$ cat src/rtl/spi_cmdread_master.sv
module spi_cmdread_master #(
  parameter int FIFO_AW = 2,
  parameter int DIV_RST = 1
) (
  input  logic        clk,
  input  logic        rst_n,
  input  logic [2:0]  reg_addr,
  input  logic        reg_wr,
  input  logic        reg_rd,
  input  logic [31:0] reg_wdata,
  output logic [31:0] reg_rdata,
  output logic        sclk,
  output logic        cs_n,
  output logic        mosi,
  input  logic        miso
);
  localparam int DEPTH = 1 << FIFO_AW;
  localparam logic [2:0] A_CTRL = 3'd0, A_XFER = 3'd1, A_STAT = 3'd2,
                         A_IE = 3'd3, A_DIV = 3'd4, A_DATA = 3'd5;

  typedef enum logic [2:0] {S_IDLE, S_LOAD, S_LOW, S_HIGH, S_PUSH} st_t;
  st_t st;

  logic [7:0] div_q, ie_q, wfld, rfld;
  logic       mode_q;
  logic [31:0] tx_mem [DEPTH];
  logic [31:0] rx_mem [DEPTH];
  logic [FIFO_AW:0] tx_wp, tx_rp, rx_wp, rx_rp;
  logic [7:0] cnt, tx_sh, rx_sh;
  logic [2:0] bitc;
  logic [8:0] wleft, rleft;
  logic [1:0] lane, rlane;
  logic       rd_ph;
  logic [31:0] rx_acc;

  wire tx_empty = tx_wp == tx_rp;
  wire rx_empty = rx_wp == rx_rp;
  wire tx_full  = (tx_wp[FIFO_AW] != tx_rp[FIFO_AW]) &&
                  (tx_wp[FIFO_AW-1:0] == tx_rp[FIFO_AW-1:0]);
  wire rx_full  = (rx_wp[FIFO_AW] != rx_rp[FIFO_AW]) &&
                  (rx_wp[FIFO_AW-1:0] == rx_rp[FIFO_AW-1:0]);
  wire busy     = st != S_IDLE;

  wire srst    = reg_wr && reg_addr == A_CTRL && reg_wdata[0];
  wire xfer_wr = reg_wr && reg_addr == A_XFER && !busy;
  wire start   = xfer_wr && reg_wdata[31];
  wire wr_data = reg_wr && reg_addr == A_DATA && !tx_full;
  wire rd_data = reg_rd && reg_addr == A_DATA && !rx_empty;

  wire tick = cnt >= div_q;
  wire eob  = st == S_HIGH && tick && bitc == 3'd7;
  wire [31:0] tx_head = tx_mem[tx_rp[FIFO_AW-1:0]];
  wire [7:0]  head_byte = 8'(tx_head >> {lane, 3'b000});

  wire fetch_ld = st == S_LOAD && !tx_empty;
  wire fetch_nx = eob && !rd_ph && wleft > 9'd1 && !tx_empty;
  wire tx_pop   = (fetch_ld && (lane == 2'd3 || wleft == 9'd1)) ||
                  (fetch_nx && (lane == 2'd3 || wleft == 9'd2));

  wire [31:0] rx_word = rx_acc | (32'(rx_sh) << {rlane, 3'b000});
  wire word_done = eob && rd_ph && (rlane == 2'd3 || rleft == 9'd1);
  wire rx_push   = (word_done || st == S_PUSH) && !rx_full;
  wire [31:0] rx_in = (st == S_PUSH) ? rx_acc : rx_word;

  assign sclk = st == S_HIGH;
  assign cs_n = st == S_IDLE;
  assign mosi = (st == S_LOW || st == S_HIGH) && !rd_ph && tx_sh[7];

  always_comb begin
    case (reg_addr)
      A_XFER:  reg_rdata = {15'd0, mode_q, rfld, wfld};
      A_STAT:  reg_rdata = {28'd0, tx_empty, rx_empty, tx_full, busy};
      A_IE:    reg_rdata = {24'd0, ie_q};
      A_DIV:   reg_rdata = {24'd0, div_q};
      A_DATA:  reg_rdata = rx_empty ? 32'd0 : rx_mem[rx_rp[FIFO_AW-1:0]];
      default: reg_rdata = 32'd0;
    endcase
  end

  always_ff @(posedge clk or negedge rst_n) begin
    if (!rst_n) begin
      div_q <= 8'(DIV_RST); ie_q <= '0; wfld <= '0; rfld <= '0; mode_q <= 1'b0;
    end else begin
      if (reg_wr && reg_addr == A_DIV) div_q <= reg_wdata[7:0];
      if (reg_wr && reg_addr == A_IE)  ie_q <= reg_wdata[7:0];
      if (xfer_wr) begin
        wfld <= reg_wdata[7:0]; rfld <= reg_wdata[15:8]; mode_q <= reg_wdata[16];
      end
    end
  end

  always_ff @(posedge clk) begin
    if (wr_data) tx_mem[tx_wp[FIFO_AW-1:0]] <= reg_wdata;
    if (rx_push) rx_mem[rx_wp[FIFO_AW-1:0]] <= rx_in;
  end

  always_ff @(posedge clk or negedge rst_n) begin
    if (!rst_n) begin
      tx_wp <= '0; tx_rp <= '0; rx_wp <= '0; rx_rp <= '0;
    end else if (srst) begin
      tx_wp <= '0; tx_rp <= '0; rx_wp <= '0; rx_rp <= '0;
    end else begin
      if (wr_data) tx_wp <= tx_wp + 1'b1;
      if (tx_pop)  tx_rp <= tx_rp + 1'b1;
      if (rx_push) rx_wp <= rx_wp + 1'b1;
      if (rd_data) rx_rp <= rx_rp + 1'b1;
    end
  end

  always_ff @(posedge clk or negedge rst_n) begin
    if (!rst_n) begin
      st <= S_IDLE; cnt <= '0; bitc <= '0; tx_sh <= '0; rx_sh <= '0;
      wleft <= '0; rleft <= '0; lane <= '0; rlane <= '0; rd_ph <= 1'b0; rx_acc <= '0;
    end else if (srst) begin
      st <= S_IDLE; cnt <= '0; bitc <= '0; rd_ph <= 1'b0; rx_acc <= '0;
      wleft <= '0; rleft <= '0;
    end else begin
      case (st)
        S_IDLE: if (start) begin
          wleft  <= {1'b0, reg_wdata[7:0]} + 9'd1;
          rleft  <= reg_wdata[16] ? {1'b0, reg_wdata[15:8]} + 9'd1 : 9'd0;
          rd_ph  <= 1'b0; lane <= '0; rlane <= '0; rx_acc <= '0; bitc <= '0;
          st     <= S_LOAD;
        end
        S_LOAD: if (!tx_empty) begin
          tx_sh <= head_byte; lane <= lane + 2'd1; cnt <= '0; st <= S_LOW;
        end
        S_LOW: if (tick) begin
          cnt <= '0; rx_sh <= {rx_sh[6:0], miso}; st <= S_HIGH;
        end else cnt <= cnt + 8'd1;
        S_HIGH: if (!tick) cnt <= cnt + 8'd1;
        else begin
          cnt <= '0;
          if (bitc != 3'd7) begin
            bitc <= bitc + 3'd1; tx_sh <= {tx_sh[6:0], 1'b0}; st <= S_LOW;
          end else begin
            bitc <= '0;
            if (!rd_ph) begin
              wleft <= wleft - 9'd1;
              if (wleft > 9'd1) begin
                if (!tx_empty) begin
                  tx_sh <= head_byte; lane <= lane + 2'd1; st <= S_LOW;
                end else st <= S_LOAD;
              end else if (rleft != 9'd0) begin
                rd_ph <= 1'b1; st <= S_LOW;
              end else st <= S_IDLE;
            end else begin
              rleft <= rleft - 9'd1; rlane <= rlane + 2'd1;
              if (word_done) begin
                if (rx_full) begin
                  rx_acc <= rx_word; st <= S_PUSH;
                end else begin
                  rx_acc <= '0; st <= (rleft == 9'd1) ? S_IDLE : S_LOW;
                end
              end else begin
                rx_acc <= rx_word; st <= S_LOW;
              end
            end
          end
        end
        S_PUSH: if (!rx_full) begin
          rx_acc <= '0; cnt <= '0; st <= (rleft == 9'd0) ? S_IDLE : S_LOW;
        end
        default: st <= S_IDLE;
      endcase
    end
  end

  a_r1_half_period: assert property (@(posedge clk) disable iff (!rst_n)
    ((st == S_LOW || st == S_HIGH) && !tick && !srst) |=> st == $past(st));
  a_r4_read_no_gap: assert property (@(posedge clk) disable iff (!rst_n)
    $rose(rd_ph) |-> (st == S_LOW && cnt == 8'd0));
  a_r6_busy_after_push: assert property (@(posedge clk) disable iff (!rst_n)
    ($fell(busy) && $past(rd_ph) && !$past(srst)) |-> !rx_empty);
  a_r7_no_overflow: assert property (@(posedge clk) disable iff (!rst_n)
    (tx_full && reg_wr && reg_addr == A_DATA && !tx_pop) |=> (tx_wp == $past(tx_wp)));
  a_r8_xfer_locked: assert property (@(posedge clk) disable iff (!rst_n)
    (busy && reg_wr && reg_addr == A_XFER) |=> ($stable(wfld) && $stable(rfld) && $stable(mode_q)));
  a_r9_soft_reset: assert property (@(posedge clk) disable iff (!rst_n)
    srst |=> (cs_n && tx_empty && rx_empty));
endmodule

$ cat config.mk
export PLATFORM = sky130hd
export DESIGN_NAME = spi_cmdread_master
export DESIGN_NICKNAME = d
export VERILOG_FILES = /design/src/rtl/spi_cmdread_master.sv
export SDC_FILE = /design/constraint.sdc
export NUM_CORES = 1
export LEC_CHECK = 0
export BUFFER_PORTS_ARGS = -buffer_cell sky130_fd_sc_hd__buf_2
export CAP_MARGIN = 10
export CORE_ASPECT_RATIO = 0.8
export CORE_MARGIN = 4
export CORE_UTILIZATION = 49
export DETAILED_ROUTE_END_ITERATION = 6
export PLACE_DENSITY = 0.74
export REMOVE_ABC_BUFFERS = 1
export SLEW_MARGIN = 20
export SYNTH_ARGS = -nofsm -noshare
export SYNTH_HDL_FRONTEND = slang
export SYNTH_SLANG_ARGS = --single-unit
$ cat constraint.sdc
create_clock -name clk -period 5.3 [get_ports clk]
set_input_delay 1.06 -clock clk [delete_from_list [all_inputs] [get_ports clk]]
set_output_delay 1.06 -clock clk [all_outputs]
set_load 0.02 [all_outputs]
==> results by group <==
Outcome
  – Status: finished clean

Detailed routing
  – Drt wl/cell: around 22 um
  – Post-DRT Antenna Nets: 0
  – DR iter-0 viols: about 1400
  – DR vias: 11300
  – Post-Route WL: 40100 um
  – DRC: 0
  – DRT Pass-1 Iters: 7
  – Vias per cell: 6.12

Min path
  – Worst hold path class: flop to flop

Timing
  – Setup Viol. Count Final: 0
  – RSZ-0062 raised after global routing: no
  – Fin. max-slew vios: 0
  – Setup TNS: 0 ns
  – Final cycle utilization of the critical path: 0.730
  – Final Hold Viols: 0
  – Final Skew: ~0.014 ns
  – Fmax: 258 MHz
  – Rel. slew slack: 0.233
  – Fin crit period: about 3.9 ns
  – Worst-Margin Slew: 1.15 ns

Pwr
  – Total Power: 9.06 mW
  – Worst IR Drop VDD: 0.000215 V
  – Pwr dens: 462 mW/mm2
  – P_leak: 7.40 nW

CTS
  – Post-CTS Hold Buffers: 0
  – Clk buf depth: 3
  – CTS tree: built
  – Root Driver: clkbuf_16
  – CTS resizes: 0
  – Num CTS Buffers: 38
  – CTS sink count: ~390
  – Worst skew pair latency: 0.53 ns
  – Clock transition at path regs: 0.06 ns
  – Post-CTS setup buffers: 0
  – CTS H-Tree Depth: 2

Placement
  – Dpl hpwl: 26100 um
  – Buffers on Ports: 74
  – Placer Congestion: 0.864

Global routing
  – Initial antenna violation count: 3
  – Total track usage: 0.206
  – Vias in the first global route: ~11000
  – Global-route wire length before repair: around 63000 um
  – Largest net degree at the start of global routing: 93
  – Overflow left after global routing: 0

Synth
  – Seq/Total Area, Yosys: 0.622
  – Mapped cell area: roughly 0.018 mm2
  – Synth Area per Inst: ~14 um2
  – Seq cells post-synth: 386
  – Top cells by area, synth: edfxtp_1 44%, dfrtp_1 18%, mux4_2 6.7%, nand2_1 2.7%, mux2_2 2.4%
  – Top-count cell post-synth: edfxtp_1
  – Netlist cell types: 86
  – Largest area contributor in the netlist: edfxtp_1
  – Syn Inst Count: 1281
  – Post-synthesis async set-or-reset flop share: 0.337
  – Post-synth top flop: edfxtp_1
  – Post-synth EDFFs: 256
  – Yosys warns: 0
  – Top cell type's share of synthesized area: 0.437
  – Most frequent cells after synthesis: 256 x edfxtp_1, 129 x dfrtp_1, 128 x nand2_1, 62 x a21oi_1, 59 x inv_1

Job
  – Max_cap viols: 0

Setup path
  – CP Max Fanout: 34
  – Worst r2r path cells: 7
  – Crit. End Element: output port
  – Startpoint Class: flop
  – CP required: around 4.2 ns
  – R2R Path End: rx_mem[2][13]
  – Setup crit end: reg_rdata[3]
  – Worst reg2reg startpoint: st[2]
  – Crit path DAT: 2.81 ns
  – R2R setup slack: 1.87 ns
  – Crit Path Class: flop to output port
  – Crit path launch: rx_rp[0]

Finish
  – Footprint of the multi-input gates: 0.00605 mm2
  – Area grow syn2layout: 11.6%
  – Final core occ: 0.559
  – Antenna diodes: 0
  – Layout cells sized above 1: 0.198
  – Fill count: 2815
  – Combined flip-flop and latch cell area: ~0.011 mm2
  – Layout Nets: between 1000 and 1500

Floorplanning
  – DIE AREA: 0.0390 mm2
  – Rows: 61
  – Die height: 177 um
  – Die width: roughly 220 um
  – I/O pin count: 75
  – Core Area: 0.0351 mm2
  – Starting Density: 0.501
-- how the worst min path moves through the flow --
stage,start,slack (ns),end,cells after the start
global route,ie_q[2],0.52,ie_q[2],1
floorplan,cnt[7],0.45,cnt[7],1
finish,bitc[0],0.50,bitc[0],1
global placement,bitc[0],0.47,bitc[0],1
CTS,bitc[0],0.51,bitc[0],1
detailed placement,rfld[3],0.50,rfld[3],1
-- cell families after synthesis --
kind of cell             Yosys count  synth area share
adder cells (fa/ha/maj)           30            0.0213
XOR/XNOR                          22            0.0110
flip-flops                       386             0.622
multiplexers                     117             0.114
AND/OR/NAND/NOR                  330            0.0917
buffers and inverters            137            0.0341
AO/OA/AOI/OAI                    259             0.106
-- layout by cell type, fill, tap and decap left out, types with 10 or more instances in the layout --
cell       Yosys  layout
a21oi_1       62      62
nor2b_1       11      11
edfxtp_1     256     256
buf_2         26      73
mux2i_1       19      19
ha_1          30      30
nor3_1        12      12
nor2_1        57      57
mux4_2        52      52
nand3_1       36      36
dfrtp_1      129     127
and3_1        13      12
nand2_1      128     128
a22o_1        13      13
mux2_2        37      37
o211ai_1      36      36
inv_1         59      58
o21ai_1       16      16
clkbuf_16      0      39
and2_1        25      25
buf_4          1      21
xor2_1        13      13
o21ai_0       26      26
a22oi_1       10      10
-- flip-flops by register name, summed over array words and instances (netlist names), 8 cells and up --
name,flops
rx_mem,128
tx_mem,128
rx_acc,32
rleft,9
wleft,9
cnt,8
div_q,8
ie_q,8
rfld,8
rx_sh,8
tx_sh,8
wfld,8
-- power by group --
part	internal [mW]	total, mW	switching, mW
Clock	1.63	2.76	1.12
Combinational	0.943	2.36	1.42
Sequential	3.66	3.95	0.289
-- critical path, stage by stage (launching register included) --
cell and delay [ns]:
dfrtp_2 0.36, buf_4 0.55, mux4_2 0.65, a221oi_1 0.43, nand2_1 0.11, buf_2 0.17
-- stage by stage --
step / instances / area (um2) / setup slack, ns / hold slack, ns
after floorplan: 1204 / 17200 / 1.46 / 0.454
after global placement: 1771 / 18300 / 1.67 / 0.465
after detailed placement: 1771 / 18300 / 1.62 / 0.498
after CTS: 1841 / 19600 / 1.37 / 0.507
after global routing: 1841 / 19600 / 1.23 / 0.524
final: 1841 / 19600 / 1.43 / 0.503
-- final cells by class --
cell class / instances / share of cell area
Sequential cell: 386 / 0.557
Tap cell: 472 / 0.0301
Clock buffer: 48 / 0.0525
Timing Repair Buffer: 95 / 0.0272
Inverter: 60 / 0.0115
Multi-Input combinational cell: 758 / 0.308
Clock inverter: 22 / 0.0130
-- metal layers --
layer	global-route usage	routed length, um
met4	0.0455	770
met5	0	13
met2	0.299	17700
met3	0.0378	3130
met1	0.327	18500
No activity file was read; power rests on OpenSTA's default activity.
